$ cat src/rtl/cdn_pkg.sv
package cdn_pkg;
  localparam int REG_W = 6;
  localparam int FLD_W = 3;

  localparam int CB_IRQ_EN  = 0;
  localparam int CB_SEL     = 1;
  localparam int CB_DONE_WB = 2;
  localparam int CB_ICV_WB  = 3;
  localparam int CB_ALW_WB  = 4;
  localparam int CB_RST     = 5;

  localparam int SB_DONE = 0;
  localparam int SB_ERR  = 1;

  localparam logic [FLD_W-1:0] FLD_NONE = 3'b000;
  localparam logic [FLD_W-1:0] FLD_DONE = 3'b001;
  localparam logic [FLD_W-1:0] FLD_ALL  = 3'b111;

  typedef struct packed {
    logic always_wb;
    logic icv_wb;
    logic done_wb;
    logic sel_notify;
    logic done_irq_en;
  } cdn_cfg_t;
endpackage

$ cat src/rtl/cdn_decide.sv
module cdn_decide
  import cdn_pkg::*;
(
  input  cdn_cfg_t         cfg_i,
  input  logic             dn_i,
  input  logic             icv_i,
  input  logic             err_i,
  output logic [FLD_W-1:0] fields_o,
  output logic             done_set_o,
  output logic             err_set_o
);
  logic notify;

  always_comb begin
    notify = !cfg_i.sel_notify || dn_i;
    if (cfg_i.always_wb || (cfg_i.icv_wb && icv_i)) fields_o = FLD_ALL;
    else if (cfg_i.done_wb && notify)              fields_o = FLD_DONE;
    else                                           fields_o = FLD_NONE;
    // any unit error suppresses every completion report
    if (err_i) fields_o = FLD_NONE;
    done_set_o = !err_i && cfg_i.done_irq_en && notify;
    err_set_o  = err_i;
  end
endmodule

$ cat src/rtl/cdn_rst_seq.sv
module cdn_rst_seq #(
  parameter int RST_CYCLES = 16
) (
  input  logic clk_i,
  input  logic rst_ni,
  input  logic start_i,
  output logic busy_o
);
  localparam int CNT_W = $clog2(RST_CYCLES + 1);
  logic [CNT_W-1:0] cnt_q;

  always_ff @(posedge clk_i or negedge rst_ni) begin
    if (!rst_ni)                       cnt_q <= '0;
    else if (start_i && cnt_q == '0)   cnt_q <= CNT_W'(RST_CYCLES);
    else if (cnt_q != '0)              cnt_q <= cnt_q - 1'b1;
  end

  assign busy_o = (cnt_q != '0);
endmodule

$ cat src/rtl/cdn_regs.sv
module cdn_regs
  import cdn_pkg::*;
(
  input  logic             clk_i,
  input  logic             rst_ni,
  input  logic             we_i,
  input  logic             addr_i,
  input  logic [REG_W-1:0] wdata_i,
  input  logic             busy_i,
  input  logic             done_set_i,
  input  logic             err_set_i,
  output cdn_cfg_t         cfg_o,
  output logic             rst_go_o,
  output logic             done_o,
  output logic             err_o,
  output logic [REG_W-1:0] rdata_o
);
  logic ctrl_we, stat_we;
  cdn_cfg_t cfg_q;
  logic done_q, err_q;

  assign ctrl_we  = we_i && !addr_i;
  assign stat_we  = we_i && addr_i;
  assign rst_go_o = ctrl_we && wdata_i[CB_RST] && !busy_i;

  always_ff @(posedge clk_i or negedge rst_ni) begin
    if (!rst_ni) begin
      cfg_q <= '0;
    end else if (ctrl_we) begin
      cfg_q.done_irq_en <= wdata_i[CB_IRQ_EN];
      cfg_q.sel_notify  <= wdata_i[CB_SEL];
      cfg_q.done_wb     <= wdata_i[CB_DONE_WB];
      cfg_q.icv_wb      <= wdata_i[CB_ICV_WB];
      cfg_q.always_wb   <= wdata_i[CB_ALW_WB];
    end
  end

  // set wins over a simultaneous write-1-to-clear
  always_ff @(posedge clk_i or negedge rst_ni) begin
    if (!rst_ni) begin
      done_q <= 1'b0;
      err_q  <= 1'b0;
    end else begin
      done_q <= done_set_i || (done_q && !(stat_we && wdata_i[SB_DONE]));
      err_q  <= err_set_i  || (err_q  && !(stat_we && wdata_i[SB_ERR]));
    end
  end

  always_comb begin
    rdata_o = '0;
    if (!addr_i) begin
      rdata_o[CB_IRQ_EN]  = cfg_q.done_irq_en;
      rdata_o[CB_SEL]     = cfg_q.sel_notify;
      rdata_o[CB_DONE_WB] = cfg_q.done_wb;
      rdata_o[CB_ICV_WB]  = cfg_q.icv_wb;
      rdata_o[CB_ALW_WB]  = cfg_q.always_wb;
      rdata_o[CB_RST]     = busy_i;
    end else begin
      rdata_o[SB_DONE] = done_q;
      rdata_o[SB_ERR]  = err_q;
    end
  end

  assign cfg_o  = cfg_q;
  assign done_o = done_q;
  assign err_o  = err_q;
endmodule

$ cat src/rtl/cdn_ctrl.sv
module cdn_ctrl
  import cdn_pkg::*;
#(
  parameter int RST_CYCLES = 16
) (
  input  logic             clk_i,
  input  logic             rst_ni,
  input  logic             reg_we_i,
  input  logic             reg_addr_i,
  input  logic [REG_W-1:0] reg_wdata_i,
  output logic [REG_W-1:0] reg_rdata_o,
  input  logic             cmpl_i,
  input  logic             cmpl_dn_i,
  input  logic             icv_used_i,
  input  logic             eu_err_i,
  output logic             wb_valid_o,
  output logic [FLD_W-1:0] wb_fields_o,
  output logic             done_irq_o,
  output logic             err_irq_o,
  output logic             chan_rst_o
);
  cdn_cfg_t         cfg;
  logic             busy, rst_go, accept;
  logic [FLD_W-1:0] fields;
  logic             done_hit, err_hit;
  logic             wb_valid_q;
  logic [FLD_W-1:0] wb_fields_q;

  assign accept = cmpl_i && !busy;

  cdn_decide u_decide (
    .cfg_i      (cfg),
    .dn_i       (cmpl_dn_i),
    .icv_i      (icv_used_i),
    .err_i      (eu_err_i),
    .fields_o   (fields),
    .done_set_o (done_hit),
    .err_set_o  (err_hit)
  );

  cdn_rst_seq #(.RST_CYCLES(RST_CYCLES)) u_rst (
    .clk_i   (clk_i),
    .rst_ni  (rst_ni),
    .start_i (rst_go),
    .busy_o  (busy)
  );

  cdn_regs u_regs (
    .clk_i      (clk_i),
    .rst_ni     (rst_ni),
    .we_i       (reg_we_i),
    .addr_i     (reg_addr_i),
    .wdata_i    (reg_wdata_i),
    .busy_i     (busy),
    .done_set_i (accept && done_hit),
    .err_set_i  (accept && err_hit),
    .cfg_o      (cfg),
    .rst_go_o   (rst_go),
    .done_o     (done_irq_o),
    .err_o      (err_irq_o),
    .rdata_o    (reg_rdata_o)
  );

  always_ff @(posedge clk_i or negedge rst_ni) begin
    if (!rst_ni) begin
      wb_valid_q  <= 1'b0;
      wb_fields_q <= FLD_NONE;
    end else begin
      wb_valid_q  <= accept && (fields != FLD_NONE);
      wb_fields_q <= accept ? fields : FLD_NONE;
    end
  end

  assign wb_valid_o  = wb_valid_q;
  assign wb_fields_o = wb_fields_q;
  assign chan_rst_o  = busy;
endmodule

$ cat config.mk
export PLATFORM = sky130hd
export DESIGN_NAME = cdn_ctrl
export DESIGN_NICKNAME = d
export VERILOG_FILES = /design/src/rtl/cdn_pkg.sv /design/src/rtl/cdn_decide.sv /design/src/rtl/cdn_rst_seq.sv /design/src/rtl/cdn_regs.sv /design/src/rtl/cdn_ctrl.sv
export SDC_FILE = /design/constraint.sdc
export NUM_CORES = 1
export LEC_CHECK = 0
export ABC_AREA = 1
export CAP_MARGIN = 20
export CELL_PAD_IN_SITES_DETAIL_PLACEMENT = 0
export CELL_PAD_IN_SITES_GLOBAL_PLACEMENT = 1
export CORE_MARGIN = 2
export CORE_UTILIZATION = 29
export DETAILED_ROUTE_END_ITERATION = 8
export GPL_TIMING_DRIVEN = 0
export PLACE_DENSITY_LB_ADDON = 0.1
export RECOVER_POWER = 50
export SLEW_MARGIN = 20
export SYNTH_ARGS = -nofsm -noshare
export SYNTH_HDL_FRONTEND = slang
export SYNTH_HIERARCHICAL = 1
export SYNTH_SLANG_ARGS = --single-unit
$ cat constraint.sdc
create_clock -name clk_i -period 1.6 [get_ports clk_i]
set_clock_uncertainty 0.2 [all_clocks]
set_input_delay 0.48 -clock clk_i [delete_from_list [all_inputs] [get_ports clk_i]]
set_output_delay 0.48 -clock clk_i [all_outputs]
set_load 0.02 [all_outputs]
# [Word level (Yosys, flattened, before mapping)]
# Index checks and enable logic that the tools add are counted.
[totals] reg_bits=16 in_bits=14 out_inout_bits=13 elab_cells=50
[classes] add_sub_neg=1 muxes=8 n_reduce_logical=31
[ops] op="1-bit logical AND" count=17
[ops] op="5-bit two-way mux" count=2
[ops] op="3-bit two-way mux" count=3
[ops] op="1-bit logical NOT" count=6
[ops] op="5-bit logical NOT" count=1
[ops] op="5-bit nonzero test" count=1
[ops] op="5-bit by 1-bit subtractor with 5-bit output, second input constant" count=1
[ops] op="1-bit logical OR" count=4
[ops] op="4-bit two-way mux" count=1
[ops] op="3-bit nonzero test" count=1
[ops] op="2-bit two-way mux" count=1
[ops] op="2-bit nonzero test" count=1
[ops] op="1-bit two-way mux" count=1

# [Depth between registers and ports, before layout]
# Gate-level depths: netlist of the first run.
[depth] ltp_word=8 ltp_mapped=10

# [Modules after synthesis]
# Netlist of the first run, hierarchy kept.
[by_module_without_submodules] mod="cdn_regs" n_inst=1 cells_each=50 area_each_um2=382.9 seq_area_each_um2=175.2
[by_module_without_submodules] mod="cdn_rst_seq" n_inst=1 cells_each=34 area_each_um2=267.8 seq_area_each_um2=125.1
[by_module_without_submodules] mod="cdn_ctrl" n_inst=1 cells_each=20 area_each_um2=176.4 seq_area_each_um2=100.1
[by_module_without_submodules] mod="cdn_decide" n_inst=1 cells_each=16 area_each_um2=70.1 seq_area_each_um2=0.0

# [Worst setup path after synthesis of the first run]
# Ideal clock, no wire load.
[synth_timing] kind="reg-to-output" startpoint="reg u_rst.cnt_q[0]" endpoint="out reg_rdata_o[5]" arrival_time_ns=1.188 required_time_ns=0.920 path_slack_ns=-0.268 stages_incl_launch_ff=6 n_path_buf=0 cell_sequence="dfrtp_1 inv_1 ha_1 nand3_2 inv_1 nor2_1"
[synth_via] elab_chain_len=2
[synth_rtl] element="start: declaration" line_no="cdn_rst_seq.sv:10" source="logic [CNT_W-1:0] cnt_q;"
[synth_rtl] element="start signal: assignment" line_no="cdn_rst_seq.sv:14" source="else if (start_i && cnt_q == '0) cnt_q <= CNT_W'(RST_CYCLES);"
[synth_rtl] element="start signal: assignment" line_no="cdn_rst_seq.sv:15" source="else if (cnt_q != '0) cnt_q <= cnt_q - 1'b1;"
[synth_rtl] element="5-bit nonzero test" line_no="cdn_rst_seq.sv:18" source="assign busy_o = (cnt_q != '0);"
[synth_rtl] element="net chan_rst_o" line_no="cdn_ctrl.sv:20" source="output logic chan_rst_o"
[synth_rtl] element="4-bit two-way mux" line_no="cdn_regs.sv:51" source="if (!addr_i) begin"
[synth_rtl] element="end: declaration" line_no="cdn_ctrl.sv:11" source="output logic [REG_W-1:0] reg_rdata_o,"
# The timed path passes the listed nets, and every way through them passes these cells.

# [Final worst setup path of the first run]
[layout_timing] startpoint="reg u_rst.cnt_q[0]" endpoint="out reg_rdata_o[5]"
[layout_via] elab_chain_len=2
[layout_rtl] element="5-bit nonzero test" line_no="cdn_rst_seq.sv:18"
[layout_rtl] element="4-bit two-way mux" line_no="cdn_regs.sv:51"
# No other way between the ends.

==> results of run 1 <==
[worst max-delay path: cells and delay by family, from the launching register on]
family                     cells  cell delay [ns]
DFF                            1             0.39
adders and majority gates      1             0.15
buffers and inverters          3             0.28
and+or+nand+nor                2             0.12
[metal layers]
| layer | part of all wire [%] | track usage [%] | vias up |
|---|---|---|---|
| met3 | 4.3 | 2.84 | 2 |
| met2 | 49 | 22.0 | 14 |
| li1 | - | - | 430 |
| met4 | 0.91 | 5.71 | 0 |
| met5 | 0 | 0 | - |
| met1 | 46 | 15.0 | 351 |
[final cells by class]
type                       instances  area, um2  share of cell area (%)
timing repair buffer              35        293                    22.7
buffer                             4       33.8                    2.62
tap                               33       41.3                    3.20
clock buffer                       3       22.5                    1.75
multi-input combinational         73        387                    30.0
sequential                        16        402                    31.1
inverter                          27        111                    8.63
[what timing repair did]
item,CTS,global route
pin swaps,3,3
resized for setup,58,14
setup endpoints to repair,16,17
hold buffers,0,0
buffers inserted,7,4
[cell usage in the layout (no fill, tap or decap), drive strengths merged]
| cell type | n |
|---|---|
| nand2 | 41 |
| buf | 28 |
| inv | 27 |
| dfrtp | 16 |
| nor2 | 15 |
| nand3 | 10 |
| dlygate4sd3 | 6 |
| clkdlybuf4s50 | 4 |
| clkbuf | 3 |
| o21ai | 3 |
| nand4 | 2 |
| nand3b | 1 |
| dlymetal6s2s | 1 |
| ha | 1 |
[per-stage QoR]
stage	hold slack [ns]	utilization, %
global route	0.295	43.0
floorplan	-0.0156	-
finish	0.302	43.0
CTS	0.298	42.2
global placement	0.262	40.2
detailed placement	0.282	40.2
[logic make-up (layout without fill, tap and decap cells)]
family | after synthesis | in the layout | synth area share [%]
DFF | 16 | 16 | 44.6
and+or+nand+nor | 69 | 69 | 36.4
AOI/OAI and AO/OA | 3 | 3 | 1.67
adders and majority gates | 1 | 1 | 1.39
buffers and inverters | 31 | 69 | 15.9
[registers in the layout (all words and copies together) (netlist names)]
register,flops
u_regs/cfg_o,5
u_rst/cnt_q,5
wb_fields_o,3
u_regs/done_o,1
u_regs/err_o,1
wb_valid_o,1
[where the power goes]
part | switching (mW) | internal, mW
clock | 0.128 | 0.0873
sequential | 0.0682 | 0.506
combinational | 0.446 | 0.381
total | 0.642 | 0.975
[worst min-delay path by stage]
stage | start | endpoint | slack [ns]
global placement | u_rst/cnt_q[4]$_DFFE_PN0P_ | u_rst/cnt_q[4]$_DFFE_PN0P_ | 0.26
CTS | reg_we_i | u_regs/cfg_o[1]$_DFFE_PN0P_ | 0.30
global route | reg_we_i | u_regs/cfg_o[1]$_DFFE_PN0P_ | 0.30
floorplan | rst_ni | u_regs/cfg_o[0]$_DFFE_PN0P_ | -0.02
detailed placement | u_rst/cnt_q[4]$_DFFE_PN0P_ | u_rst/cnt_q[4]$_DFFE_PN0P_ | 0.28
finish | u_rst/cnt_q[4]$_DFFE_PN0P_ | u_rst/cnt_q[4]$_DFFE_PN0P_ | 0.30
==> results.json, run 1 <==
{
  "vias": 797,
  "cp_cell_sequence": "inv_2 > ha_4 > nand3_4 > inv_4 > nor2_4 > buf_6",
  "clk_latency_ns": 0.28,
  "status": "complete, but fails checks",
  "slowest_delay_ns": 0.39,
  "grt_pass1_vias": 775,
  "row_count": 20,
  "timing.max_cap.violations": 0,
  "min_path_cells": 2,
  "gp_congestion": 0.668,
  "track_usage_pct": 12.7,
  "power_density_mw_per_mm2": 1250,
  "fin_area_mm2": 0.00129,
  "crit_slowest_cell": "dfrtp_1",
  "maxClockFrequency_mhz": 526,
  "violations": "negative setup slack",
  "finalSetupViolations": 5,
  "netlist_top_cells_area": "dfrtp_1, nand2_1, inv_1",
  "p_total_mw": 1.62,
  "finalWirelength_um": 1880,
  "synth_top_cell_by_area": "dfrtp_1",
  "worstPathArrival_ns": 1.22,
  "cts_max_level": 1,
  "dieArea_mm2": 0.00355,
  "place_ws_ns": -0.516,
  "drt_pass1_iterations": 4,
  "drive_gt1_share_pct": 31.6,
  "ios": 27,
  "synth_nets": 135,
  "synthToLayoutAreaGrowth_pct": 43.8,
  "endpoint_kind": "primary output",
  "place_area_mm2": 0.00121,
  "dp_hpwl_um": 1390,
  "max-slew-margin-rel_pct": 48.9,
  "worstReg2RegEnd": "u_regs/err_o$_DFF_PN0_",
  "tightest_slew_ns": 0.764,
  "synth_top_area_share_pct": 44.6,
  "drtIter0Drc": 12,
  "cts_root_buf": "clkbuf_4",
  "synth_top_cells_by_count": "nand2_1, inv_1, dfrtp_1, nand3_1, nor2_1",
  "viasPerCell": 4.17,
  "numCtsBuffers": 3,
  "rrSetupSlack_ns": 0.02,
  "finalSetupTns_ns": -0.620,
  "post-route-period-util_pct": 119,
  "dp.cells": 177,
  "ant_nets": 0,
  "timing.final.ws_setup_ns": -0.302,
  "hold_path.class": "flop to flop",
  "drv_slew": 0,
  "hold_viol_final": 0,
  "r2r_cells": 9,
  "synthArstFlopShare_pct": 100,
  "worstSetupStartpointType": "flop",
  "syn_area_um2": 897,
  "clk_pin_slew_worst_paths_ns": 0.09,
  "grt_overflow": 0,
  "netlist_instances": 120,
  "cp_data_required_time_ns": 0.92,
  "worstSetupStartpoint": "u_rst/cnt_q[0]$_DFFE_PN0P_",
  "critPathKind": "flop to primary output",
  "diodes": 0,
  "drt-wirelength-per-cell_um": 9.82,
  "path_max_fanout": 3,
  "rsz0062_at_grt": "true",
  "antenna_found_initial": 0,
  "num-fill-cells": 334,
  "p_leak_nw": 0.720,
  "drc": 0,
  "synth_edf_count": 0,
  "synth_most_common_cell": "nand2_1",
  "portBuffers": 24,
  "cts_tree": "done",
  "ys_types": 19,
  "irDropWorstVdd_uv": 401,
  "synth_top_flop_cell": "dfrtp_1",
  "start_util_pct": 29.9,
  "yosysWarnings": 6,
  "fin_cells": 191,
  "fp.dieW_um": 59.6,
  "max-clock-path-buffers": 2,
  "synth_area_per_cell_um2": 7.48,
  "nets": 175,
  "yosys_register_bits": 16,
  "min_period_ns": 1.90,
  "endpoint": "reg_rdata_o[5]",
  "r2r-start": "u_rst/cnt_q[0]$_DFFE_PN0P_",
  "dieHeight_um": 59.6,
  "ys_seq_area_share_pct": 44.6,
  "grt_max_degree": 17,
  "coreArea_mm2": 0.00300,
  "cts_sinks": 16,
  "grt_pass1_wl_um": 3360
}
Note: power is estimated with default switching activity, not from simulation.
==> run 2: changes to the inputs <==
--- a/config.mk
+++ b/config.mk
@@ -10,7 +10,7 @@
 export CELL_PAD_IN_SITES_DETAIL_PLACEMENT = 0
 export CELL_PAD_IN_SITES_GLOBAL_PLACEMENT = 1
 export CORE_MARGIN = 2
-export CORE_UTILIZATION = 29
+export CORE_UTILIZATION = 32
 export DETAILED_ROUTE_END_ITERATION = 8
 export GPL_TIMING_DRIVEN = 0
 export PLACE_DENSITY_LB_ADDON = 0.1
@@ -20,3 +20,4 @@
 export SYNTH_HDL_FRONTEND = slang
 export SYNTH_HIERARCHICAL = 1
 export SYNTH_SLANG_ARGS = --single-unit
+export TNS_END_PERCENT = 30
==> constraint.sdc (replaced) <==
create_clock -name clk_i -period 1.9 [get_ports clk_i]
set_clock_uncertainty 0.2 [all_clocks]
set_input_delay 0.57 -clock clk_i [delete_from_list [all_inputs] [get_ports clk_i]]
set_output_delay 0.57 -clock clk_i [all_outputs]
set_load 0.005 [all_outputs]
==> run 2 against run 1 <==
Compared with the run above: register-to-register slack gained 0.25 ns; non-clock buffer count is the same; sequential share of layout area shrank 0.66 points; the flow still finishes with violations (negative setup slack); first-iteration DRC count grew 25%; routed wire length shrank 1.7%; critical path depth is the same; via count grew 2.5%; cell count shrank 0.52%; critical endpoint unchanged.
==> results.json, run 2 (synthesized netlist as in run 1, its figures left out) <==
{
  "status": "complete, but fails checks",
  "violations": "negative setup slack",
  "max-clock-path-buffers": 2,
  "finalWirelength_um": 1850,
  "final_cell_mix": "nand2_1, inv_1, dfrtp_1, buf_4, nand3_1",
  "grt_pass1_wl_um": 3260,
  "maxClockFrequency_mhz": 508,
  "drive_gt1_share_pct": 23.3,
  "timing.final.ws_setup_ns": -0.0681,
  "cp_data_required_time_ns": 1.13,
  "clk_pin_slew_worst_paths_ns": 0.10,
  "worstSetupStartpointType": "flop",
  "fp.dieW_um": 56.9,
  "tightest_slew_ns": 0.739,
  "place_area_mm2": 0.00118,
  "cts_max_level": 1,
  "drt_pass1_iterations": 2,
  "drtIter0Drc": 15,
  "worstPathArrival_ns": 1.20,
  "dieHeight_um": 56.9,
  "drt-wirelength-per-cell_um": 9.71,
  "worstReg2RegEnd": "u_regs/err_o$_DFF_PN0_",
  "post-route-period-util_pct": 104,
  "clk_latency_ns": 0.29,
  "min_period_ns": 1.97,
  "cts_sinks": 16,
  "path_max_fanout": 3,
  "portBuffers": 24,
  "fin_cells": 190,
  "drv_slew": 0,
  "r2r-start": "u_rst/cnt_q[1]$_DFFE_PN0P_",
  "grt_pass1_vias": 767,
  "hold_viol_final": 0,
  "power_density_mw_per_mm2": 1040,
  "dp.cells": 175,
  "finalSetupTns_ns": -0.0681,
  "r2r_cells": 10,
  "max-slew-margin-rel_pct": 50.6,
  "grt_max_degree": 17,
  "synthToLayoutAreaGrowth_pct": 46.4,
  "rrSetupSlack_ns": 0.27,
  "layout_commonest_cell": "nand2_1",
  "coreArea_mm2": 0.00271,
  "critPathKind": "flop to primary output",
  "numCtsBuffers": 3,
  "diodes": 0,
  "gp_congestion": 0.739,
  "irDropWorstVdd_uv": 622,
  "num-fill-cells": 291,
  "ios": 27,
  "ant_nets": 0,
  "fin_hold_ws_ns": 0.288,
  "cts_root_buf": "clkbuf_4",
  "drc": 0,
  "start_util_pct": 33.1,
  "track_usage_pct": 13.0,
  "dp_hpwl_um": 1390,
  "hold_path.class": "flop to flop",
  "rsz0062_at_grt": "true",
  "endpoint_kind": "primary output",
  "vias": 817,
  "hold_buffers": 0,
  "min_path_cells": 2,
  "min-delay-start": "u_rst/cnt_q[4]$_DFFE_PN0P_",
  "dieArea_mm2": 0.00324,
  "viasPerCell": 4.30,
  "hold_end": "u_rst/cnt_q[4]$_DFFE_PN0P_",
  "final_util_pct": 48.5,
  "antenna_found_initial": 0,
  "cts_tree": "done",
  "fin_area_mm2": 0.00131,
  "timing.max_cap.violations": 0,
  "grt_overflow": 0,
  "row_count": 19,
  "nets": 175,
  "p_leak_nw": 0.758,
  "finalSetupViolations": 1
}
## run 2: changes by cell type in the layout (fill, tap and decap cells not counted), moves of 2 or more
cell	delta
dlygate4sd2_1	+5
buf_4	-3
clkdlybuf4s50_1	+2
clkdlybuf4s15_1	+4
nand2_1	+4
inv_2	+2
nand2_2	-4
buf_6	-4
buf_2	-6
nor2_2	+2
## run 2: worst max-delay path by stage
stage                endpoint                       start  cells past startpoint  slack (ns)
2_1_floorplan  reg_rdata_o[5]  u_rst/cnt_q[0]$_DFFE_PN0P_                      5        0.13
3_3_place_gp   reg_rdata_o[5]  u_rst/cnt_q[0]$_DFFE_PN0P_                      6       -0.41
3_5_place_dp   reg_rdata_o[5]  u_rst/cnt_q[0]$_DFFE_PN0P_                      6       -0.45
4_1_cts        reg_rdata_o[5]  u_rst/cnt_q[1]$_DFFE_PN0P_                      6       -0.19
5_1_grt        reg_rdata_o[5]  u_rst/cnt_q[1]$_DFFE_PN0P_                      6       -0.16
6_report       reg_rdata_o[5]  u_rst/cnt_q[1]$_DFFE_PN0P_                      6       -0.07
## run 2: through the flow
stage | setup WS (ns) | power [mW]
floorplan | 0.135 | 0.796
global placement | -0.412 | 0.977
detailed placement | -0.445 | 0.992
CTS | -0.193 | 1.33
global route | -0.159 | 1.50
finish | -0.0681 | 1.37
## run 2: layer usage
layer	track usage [%]	part of all wire [%]	routed length (um)
met1	15.6	43	788
met2	22.3	51	946
met3	2.49	5.3	97
met4	5.98	0.70	13
met5	0	0	0
## run 2: what timing repair did
action                                  4_1_cts  5_1_grt
endpoints found under the setup margin       11        8
gates resized for setup                      22        8
cloned                                        0        0
pin swaps                                     1        4
setup buffers                                 7        4
## run 2: critical path, cell delays in order (launching register included)
cell	delay (ns)
dfrtp_1	0.38
inv_2	0.06
ha_4	0.16
nand3_4	0.09
inv_2	0.04
nor2_1	0.07
clkbuf_2	0.11
## run 2: where the power goes
part / leakage, nW / total (mW) / switching (mW) / internal [mW]
Sequential: 0.207 / 0.487 / 0.0625 / 0.424
Combinational: 0.530 / 0.653 / 0.304 / 0.349
Clock: 0.0210 / 0.232 / 0.115 / 0.117
## run 2: cell type report
| class | count | area (um2) | area share (%) |
|---|---|---|---|
| tap | 31 | 38.8 | 2.95 |
| sequential | 16 | 400 | 30.5 |
| clock buffer | 4 | 36.3 | 2.76 |
| multi-input combinational | 73 | 374 | 28.5 |
| inverter | 27 | 109 | 8.29 |
| buffer | 4 | 37.5 | 2.86 |
| timing repair buffer | 35 | 318 | 24.2 |
